<file path="config.mk">
export PLATFORM = sky130hd
export DESIGN_NAME = i2c_own_addr_match
export DESIGN_NICKNAME = d
export VERILOG_FILES = /design/src/rtl/oam_pkg.sv /design/src/rtl/oam_addr_regs.sv /design/src/rtl/oam_compare.sv /design/src/rtl/i2c_own_addr_match.sv
export SDC_FILE = /design/constraint.sdc
export NUM_CORES = 1
export LEC_CHECK = 0
export BUFFER_PORTS_ARGS = -buffer_cell sky130_fd_sc_hd__buf_4
export CAP_MARGIN = 20
export CORE_MARGIN = 2
export CORE_UTILIZATION = 50
export DETAILED_ROUTE_END_ITERATION = 10
export PLACE_DENSITY_LB_ADDON = 0.1
export SYNTH_ARGS = -nofsm -noshare
export SYNTH_HDL_FRONTEND = slang
export SYNTH_SLANG_ARGS = --single-unit
</file>
<file path="constraint.sdc">
create_clock -name clk -period 1.8 [get_ports clk]
set_input_delay 0.18 -clock clk [delete_from_list [all_inputs] [get_ports clk]]
set_output_delay 0.18 -clock clk [all_outputs]
set_load 0.05 [all_outputs]
</file>
<file path="src/rtl/oam_pkg.sv">
package oam_pkg;

    localparam int BYTE_W = 8;
    localparam int HI_W   = 2;
    localparam int HDR_W  = BYTE_W - HI_W - 1;
    localparam logic [HDR_W-1:0] HDR_TAG = 5'b11110;

    typedef enum logic [2:0] {
        ST_IDLE,
        ST_FIRST,
        ST_SECOND,
        ST_MATCH,
        ST_SKIP
    } phase_e;

    typedef struct packed {
        phase_e st;
        logic   armed;
        logic   strobe;
        logic   ackv;
        logic   matched;
        logic   rd;
    } fsm_t;

endpackage

</file>
<file path="src/rtl/oam_addr_regs.sv">
module oam_addr_regs
    import oam_pkg::*;
(
    input  logic              clk,
    input  logic              rst_n,
    input  logic              wr_lo,
    input  logic              wr_hi,
    input  logic [BYTE_W-1:0] wdata,
    output logic [BYTE_W-1:0] lo_addr,
    output logic [HI_W-1:0]   hi_addr,
    output logic              ten_bit
);

    logic [BYTE_W-1:0] lo_d, lo_q;
    logic [HI_W-1:0]   hi_d, hi_q;
    logic              mode_d, mode_q;

    always_comb begin
        lo_d   = lo_q;
        hi_d   = hi_q;
        mode_d = mode_q;
        if (wr_lo) lo_d = wdata;
        if (wr_hi) begin
            mode_d = wdata[BYTE_W-1];
            hi_d   = wdata[HI_W:1];
        end
    end

    always_ff @(posedge clk) begin
        if (!rst_n) begin
            lo_q   <= '0;
            hi_q   <= '0;
            mode_q <= 1'b0;
        end else begin
            lo_q   <= lo_d;
            hi_q   <= hi_d;
            mode_q <= mode_d;
        end
    end

    assign lo_addr = lo_q;
    assign hi_addr = hi_q;
    assign ten_bit = mode_q;

endmodule

</file>
<file path="src/rtl/oam_compare.sv">
module oam_compare
    import oam_pkg::*;
(
    input  logic [BYTE_W-1:0] rx,
    input  logic [BYTE_W-1:0] lo_addr,
    input  logic [HI_W-1:0]   hi_addr,
    output logic              hit7,
    output logic              hdr_wr,
    output logic              hdr_rd,
    output logic              low_hit
);

    logic is_hdr;
    logic hdr_hi;

    always_comb begin
        is_hdr  = (rx[BYTE_W-1 -: HDR_W] == HDR_TAG);
        hdr_hi  = is_hdr && (rx[HI_W:1] == hi_addr);
        hit7    = !is_hdr && (rx[BYTE_W-1:1] == lo_addr[BYTE_W-1:1]);
        hdr_wr  = hdr_hi && !rx[0];
        hdr_rd  = hdr_hi &&  rx[0];
        low_hit = (rx == lo_addr);
    end

endmodule

</file>
<file path="src/rtl/i2c_own_addr_match.sv">
module i2c_own_addr_match
    import oam_pkg::*;
(
    input  logic       clk,
    input  logic       rst_n,
    input  logic       wr_lo,
    input  logic       wr_hi,
    input  logic [7:0] wdata,
    input  logic       ack_en,
    input  logic       bus_start,
    input  logic       bus_stop,
    input  logic       byte_valid,
    input  logic [7:0] byte_data,
    output logic       ack_strobe,
    output logic       ack_value,
    output logic       addr_matched,
    output logic       dir_read
);

    logic [BYTE_W-1:0] lo_addr;
    logic [HI_W-1:0]   hi_addr;
    logic              ten_bit;
    logic              hit7, hdr_wr, hdr_rd, low_hit;

    oam_addr_regs u_regs (
        .clk     (clk),
        .rst_n   (rst_n),
        .wr_lo   (wr_lo),
        .wr_hi   (wr_hi),
        .wdata   (wdata),
        .lo_addr (lo_addr),
        .hi_addr (hi_addr),
        .ten_bit (ten_bit)
    );

    oam_compare u_cmp (
        .rx      (byte_data),
        .lo_addr (lo_addr),
        .hi_addr (hi_addr),
        .hit7    (hit7),
        .hdr_wr  (hdr_wr),
        .hdr_rd  (hdr_rd),
        .low_hit (low_hit)
    );

    fsm_t s_d, s_q;

    always_comb begin
        s_d        = s_q;
        s_d.strobe = 1'b0;
        s_d.ackv   = 1'b0;
        if (bus_stop) begin
            s_d.st      = ST_IDLE;
            s_d.armed   = 1'b0;
            s_d.matched = 1'b0;
            s_d.rd      = 1'b0;
        end else if (bus_start) begin
            s_d.st      = ST_FIRST;
            s_d.armed   = s_q.armed && (s_q.st == ST_MATCH);
            s_d.matched = 1'b0;
            s_d.rd      = 1'b0;
        end else if (byte_valid) begin
            case (s_q.st)
                ST_FIRST: begin
                    s_d.strobe = 1'b1;
                    s_d.st     = ST_SKIP;
                    s_d.armed  = 1'b0;
                    if (!ten_bit) begin
                        if (hit7 && ack_en) begin
                            s_d.ackv    = 1'b1;
                            s_d.matched = 1'b1;
                            s_d.rd      = byte_data[0];
                            s_d.st      = ST_MATCH;
                        end
                    end else if (hdr_rd) begin
                        if (s_q.armed && ack_en) begin
                            s_d.ackv    = 1'b1;
                            s_d.matched = 1'b1;
                            s_d.rd      = 1'b1;
                            s_d.armed   = 1'b1;
                            s_d.st      = ST_MATCH;
                        end
                    end else if (hdr_wr && ack_en) begin
                        s_d.ackv = 1'b1;
                        s_d.st   = ST_SECOND;
                    end
                end
                ST_SECOND: begin
                    s_d.strobe = 1'b1;
                    s_d.st     = ST_SKIP;
                    if (low_hit && ack_en) begin
                        s_d.ackv    = 1'b1;
                        s_d.matched = 1'b1;
                        s_d.rd      = 1'b0;
                        s_d.armed   = 1'b1;
                        s_d.st      = ST_MATCH;
                    end
                end
                default: ;
            endcase
        end
    end

    always_ff @(posedge clk) begin
        if (!rst_n) begin
            s_q <= '{st: ST_IDLE, armed: 1'b0, strobe: 1'b0, ackv: 1'b0,
                     matched: 1'b0, rd: 1'b0};
        end else begin
            s_q <= s_d;
        end
    end

    assign ack_strobe   = s_q.strobe;
    assign ack_value    = s_q.ackv;
    assign addr_matched = s_q.matched;
    assign dir_read     = s_q.rd;

    // an ACK only follows a cycle with ack_en high
    p_ack_needs_en_r5: assert property (@(posedge clk) disable iff (!rst_n)
        (ack_strobe && ack_value) |-> $past(ack_en));

    // the matched flag only rises together with an ACK strobe
    p_match_with_ack_r4: assert property (@(posedge clk) disable iff (!rst_n)
        $rose(addr_matched) |-> (ack_strobe && ack_value));

    // a stop leaves the flag clear on the next cycle
    p_stop_clears_r9: assert property (@(posedge clk) disable iff (!rst_n)
        bus_stop |=> (!addr_matched && !dir_read));

    // a start leaves the flag clear on the next cycle
    p_start_clears_r10: assert property (@(posedge clk) disable iff (!rst_n)
        bus_start |=> !addr_matched);

    // no strobe once a match is already held
    p_quiet_after_match_r10: assert property (@(posedge clk) disable iff (!rst_n)
        (addr_matched && $past(addr_matched)) |-> !ack_strobe);

    // a read direction can only be reported with a match
    p_dir_with_match_r3: assert property (@(posedge clk) disable iff (!rst_n)
        dir_read |-> addr_matched);

endmodule

</file>
==> results.sh, run 1 <==
export IMPL_crit_path_start_kind="register"
export IMPL_firstDrtPassIters=4
export IMPL_die_x_um=48.7
export IMPL_cts_hold_buf=0
export IMPL_wl_per_cell_um=12.4
export IMPL_clock_sinks=19
export IMPL_stdcell_area_mm2=0.00125
export IMPL_seq_area_frac_synth_pct=38.1
export IMPL_coreArea_mm2=0.00192
export IMPL_nets=156
export IMPL_synth_top_cell_by_area="dfxtp_1"
export IMPL_wl_met2_um=1060
export IMPL_num_rows=16
export IMPL_dp_hpwl_um=1570
export IMPL_postRouteAntennaNets=0
export IMPL_port_buffer_count=27
export IMPL_timing_final_crit_share_pct=85.6
export IMPL_drtIter0Drc=9
export IMPL_cts_buffers=3
export IMPL_ir_drop_uv=452
export IMPL_grtUsageTotal_pct=18.9
export IMPL_dr_total_vias=837
export IMPL_tightest_slew_ps=418
export IMPL_cts_tree="built"
export IMPL_reg2reg_to="dir_read"
export IMPL_synth_area_top_cells="dfxtp_1 (38%), mux2i_1 (12%), xnor2_1 (7.0%)"
export IMPL_wl_um=1960
export IMPL_reg2reg_depth=5
export IMPL_setup_viol=0
export IMPL_clk_latency_ps=280
export IMPL_hold_slack_ps=144
export IMPL_grt_start_max_net_pins=14
export IMPL_routed_top_layer="met4"
export IMPL_hold_viol_final=0
export IMPL_dieArea_mm2=0.00237
export IMPL_status="finished clean"
export IMPL_mostFrequentLayoutCell="buf_4"
export IMPL_grt_ovfl_total=0
export IMPL_cts_htree_levels=1
export IMPL_yosys_cell_types_count=37
export IMPL_synth_edf_count=0
export IMPL_critical_path_class="reg -> reg"
export IMPL_antenna_found_initial=0
export IMPL_cts_repair_resized=0
export IMPL_worst_clock_skew_ps=2.32
export IMPL_chipHeight_um=48.7
export IMPL_reg2reg_slack_ps=260
export IMPL_place_congestion=0.818
export IMPL_grt_pass1_wl_um=3590
export IMPL_setup_worst_path_start="u_regs.lo_addr[6]"
export IMPL_syn_area_per_cell_um2=9.79
export IMPL_power_leakage_uw=0.000513
export IMPL_cts_root_buf="clkbuf_4"
export IMPL_via_per_inst=5.30
export IMPL_drc=0
export IMPL_worstReg2RegStart="u_regs.lo_addr[6]"
export IMPL_crit_end="dir_read"
export IMPL_cts_path_max_buffers=2
export IMPL_grt_pass1_vias=874
export IMPL_hold_class="in -> reg"
export IMPL_diodes=0
export IMPL_hp_start="byte_valid"
export IMPL_fin_setup_tns_ps=0
export IMPL_synth_seq_cells=19
export IMPL_min_period_ps=1540
export IMPL_maxCapViolCount=0
export IMPL_grt_setup_unrepaired="no"
export IMPL_synthArstFlopShare_pct=0
export IMPL_drive_above_1_share_pct=30.5
export IMPL_m1WireLength_um=797
export IMPL_synth_nets=126
export IMPL_io_pins=28
export IMPL_endpoint_kind="register"
export IMPL_postPlaceCellArea_mm2=0.00123
export IMPL_wl_met3_um=73
export IMPL_slew_headroom_pct=72.1
export IMPL_p_per_area_mw_per_mm2=637
export IMPL_synth_cell_area_um2=998
export IMPL_synth_cells=102
export IMPL_syn_to_final_growth_pct=25.6
export IMPL_yosys_warnings=0
export IMPL_clk_transition_reported_paths_ps=100
export IMPL_initial_core_util_pct=52.0
export IMPL_dp_slack_ps=268
export IMPL_worst_slack_ps=260
export IMPL_synth_ff_type="dfxtp_1"
export IMPL_cts_setup_buffers=0
export IMPL_layout_common_cells="buf_4 (27), dfxtp_1 (19), mux2i_1 (12)"
export IMPL_cp_required_ps=2020
export IMPL_fmax_mhz=649
export IMPL_netlist_area_leader_share_pct=38.1
export IMPL_drv_slew=0
export IMPL_crit_fanout=4
export IMPL_cp_arrival_ps=1760
## cell families after synthesis
logic type      after synthesis  synth area share [%]
flops                        19                  38.1
compound gates               17                  13.0
buf+inv                       5                  1.88
xor+xnor                     11                  9.65
mux                          12                  12.0
simple gates                 38                  25.3
## registers in the layout, summed over array words and instances, names as in the netlist
| name | count |
|---|---|
| u_regs.lo_addr | 8 |
| s_q | 4 |
| u_regs.hi_addr | 2 |
| ack_strobe | 1 |
| ack_value | 1 |
| addr_matched | 1 |
| dir_read | 1 |
| u_regs.ten_bit | 1 |
## cells in the mapped netlist (2+ instances only)
library cell / number
dfxtp_1: 19
inv_1: 3
xor2_1: 3
o21ai_1: 3
o21a_1: 3
nor2b_1: 11
nand2_1: 8
clkbuf_1: 2
nor2_1: 2
nand4_2: 2
mux2i_1: 12
nand2b_1: 2
xnor2_1: 8
## cell type report
cell class                      instances  area [µm²]
Inverter                                3        11.3
Fill cell                             190         668
Sequential cell                        19         380
Multi-Input combinational cell         78         599
Tap cell                               27        33.8
Timing Repair Buffer                   27         203
Clock buffer                            4        26.3
## power by group
part	switching, µW	total [µW]	internal [µW]	leakage, µW
Clock	122	208	85.9	0.0000150
Sequential	12.0	449	437	0.000156
Combinational	63.9	142	77.8	0.000342
## worst max-delay path, cell delays in order (launching register included)
cell and delay (ps):
dfxtp_1 330, xnor2_1 220, nand4_2 190, o31ai_2 310
o311a_1 240, mux2i_1 180
## metrics by stage
step | power (µW) | util (%) | instances
after global routing | 844 | 65.2 | 158
after global placement | 598 | 63.9 | 154
after floorplan | 538 | - | 102
final | 799 | 65.2 | 158
after CTS | 808 | 65.2 | 158
after detailed placement | 601 | 63.9 | 154
## worst min path at each step
stage,to,cells after the start,slack (ps)
floorplan,ack_value,2,300
global placement,u_regs.lo_addr[6],3,440
detailed placement,u_regs.lo_addr[4],3,450
CTS,ack_value,3,140
global route,u_regs.lo_addr[0],3,140
finish,ack_value,3,140
## layer usage
metal | vias up | track usage [%]
met5 | - | 0
met4 | 0 | 7.14
met3 | 4 | 3.09
met2 | 23 | 36.1
met1 | 389 | 20.6
li1 | 421 | -
(Power assumes the default switching activity.)
==> run 2: changes to the inputs <==
--- a/config.mk
+++ b/config.mk
@@ -7,10 +7,13 @@
 export LEC_CHECK = 0
 export BUFFER_PORTS_ARGS = -buffer_cell sky130_fd_sc_hd__buf_4
 export CAP_MARGIN = 20
+export CELL_PAD_IN_SITES_DETAIL_PLACEMENT = 0
+export CELL_PAD_IN_SITES_GLOBAL_PLACEMENT = 1
 export CORE_MARGIN = 2
-export CORE_UTILIZATION = 50
+export CORE_UTILIZATION = 38
 export DETAILED_ROUTE_END_ITERATION = 10
 export PLACE_DENSITY_LB_ADDON = 0.1
+export SLEW_MARGIN = 40
 export SYNTH_ARGS = -nofsm -noshare
 export SYNTH_HDL_FRONTEND = slang
 export SYNTH_SLANG_ARGS = --single-unit
==> results.sh, run 2 (synthesis results as in run 1) <==
export IMPL_cts_tree="built"
export IMPL_dr_total_vias=819
export IMPL_cts_htree_levels=1
export IMPL_cts_repair_resized=0
export IMPL_diodes=0
export IMPL_initial_core_util_pct=40.3
export IMPL_maxCapViolCount=0
export IMPL_hold_viol_final=0
export IMPL_grtUsageTotal_pct=14.4
export IMPL_power_leakage_uw=0.000516
export IMPL_firstDrtPassIters=4
export IMPL_largest_reg_flops=8
export IMPL_reg2reg_slack_ps=240
export IMPL_coreArea_mm2=0.00248
export IMPL_dp_hpwl_um=1650
export IMPL_setup_worst_path_start="u_regs.lo_addr[6]"
export IMPL_wl_per_cell_um=12.5
export IMPL_grt_pass1_wl_um=3510
export IMPL_io_pins=28
export IMPL_dieArea_mm2=0.00305
export IMPL_fillers=244
export IMPL_cts_root_buf="clkbuf_4"
export IMPL_grt_setup_unrepaired="no"
export IMPL_worst_slack_ps=242
export IMPL_setup_viol=0
export IMPL_die_x_um=55.3
export IMPL_cp_required_ps=2050
export IMPL_grt_ovfl_total=0
export IMPL_via_per_inst=5.09
export IMPL_hold_class="in -> reg"
export IMPL_grt_pass1_vias=795
export IMPL_reg2reg_depth=5
export IMPL_hp_start="wdata[5]"
export IMPL_port_buffer_count=27
export IMPL_drive_above_1_share_pct=31.3
export IMPL_chipHeight_um=55.3
export IMPL_hold_depth=3
export IMPL_clk_latency_ps=310
export IMPL_timing_final_crit_share_pct=86.6
export IMPL_min_period_ps=1560
export IMPL_slew_headroom_pct=69.3
export IMPL_layout_common_cells="buf_4 (27), dfxtp_1 (19), mux2i_1 (12)"
export IMPL_critical_path_class="reg -> reg"
export IMPL_cts_path_max_buffers=2
export IMPL_hold_slack_ps=113
export IMPL_worstReg2RegStart="u_regs.lo_addr[6]"
export IMPL_p_per_area_mw_per_mm2=649
export IMPL_wl_um=2020
export IMPL_cp_arrival_ps=1810
export IMPL_grt_start_max_net_pins=14
export IMPL_place_congestion=0.738
export IMPL_drtIter0Drc=9
export IMPL_tightest_slew_ps=460
export IMPL_dp_slack_ps=210
export IMPL_drc=0
export IMPL_worst_clock_skew_ps=15.5
export IMPL_crit_fanout=4
export IMPL_num_rows=18
export IMPL_clock_sinks=19
export IMPL_fin_setup_tns_ps=0
export IMPL_cts_setup_buffers=0
export IMPL_total_power_uw=817
export IMPL_drv_slew=0
export IMPL_clk_transition_reported_paths_ps=120
export IMPL_nets=156
export IMPL_ir_drop_uv=550
export IMPL_postRouteAntennaNets=0
export IMPL_fmax_mhz=642
export IMPL_crit_path_start_kind="register"
export IMPL_antenna_found_initial=0
export IMPL_syn_to_final_growth_pct=26.1
export IMPL_status="finished clean"
export IMPL_endpoint_kind="register"
export IMPL_cts_buffers=3
export IMPL_mostFrequentLayoutCell="buf_4"
export IMPL_cts_hold_buf=0
## run 2: cell count changes in the layout (fill, tap and decap cells not counted)
cell / previous run / this run
clkbuf_1: 1 / 0
clkinv_2: 0 / 1
## run 2: final cells by class
cell class,count,area (µm²),share of cell area (%)
clock buffer,3,22.5,1.79
multi-input combinational,78,599,47.6
inverter,3,11.3,0.895
sequential,19,380,30.2
timing repair buffer,27,203,16.1
tap,30,37.5,2.98
clock inverter,1,5.00,0.398
## run 2: per-stage QoR
stage | cell area, µm² | utilization (%) | instances
after floorplan | 998 | - | 102
after global placement | 1230 | 49.7 | 157
after detailed placement | 1230 | 49.7 | 157
after CTS | 1260 | 50.8 | 161
after global routing | 1260 | 50.8 | 161
final | 1260 | 50.8 | 161
## run 2: per-layer routing
metal | part of all wire (%) | vias to the layer above | wire length (µm) | track usage, %
li1 | - | 418 | - | -
met1 | 44 | 383 | 889 | 16.8
met2 | 50 | 16 | 1020 | 25.7
met3 | 4.7 | 2 | 94 | 5.15
met4 | 0.74 | 0 | 15 | 2.44
met5 | 0 | - | 0 | 0
## run 2: final timing paths
path / to
worst max-delay path: dir_read
worst min-delay path: u_regs.lo_addr[5]
worst max register to register: dir_read
worst min register to register: dir_read
## run 2: worst max-delay path, cell delays in order (launching register included)
cell and delay (ps):
dfxtp_1 340, xnor2_1 220, nand4_2 190, o31ai_2 330, o311a_1 250, mux2i_1 180
## run 2: where the power goes
part | internal [µW] | leakage [µW] | switching (µW)
clock | 83.0 | 0.0000177 | 144
sequential | 437 | 0.000156 | 12.1
combinational | 77.7 | 0.000342 | 62.9
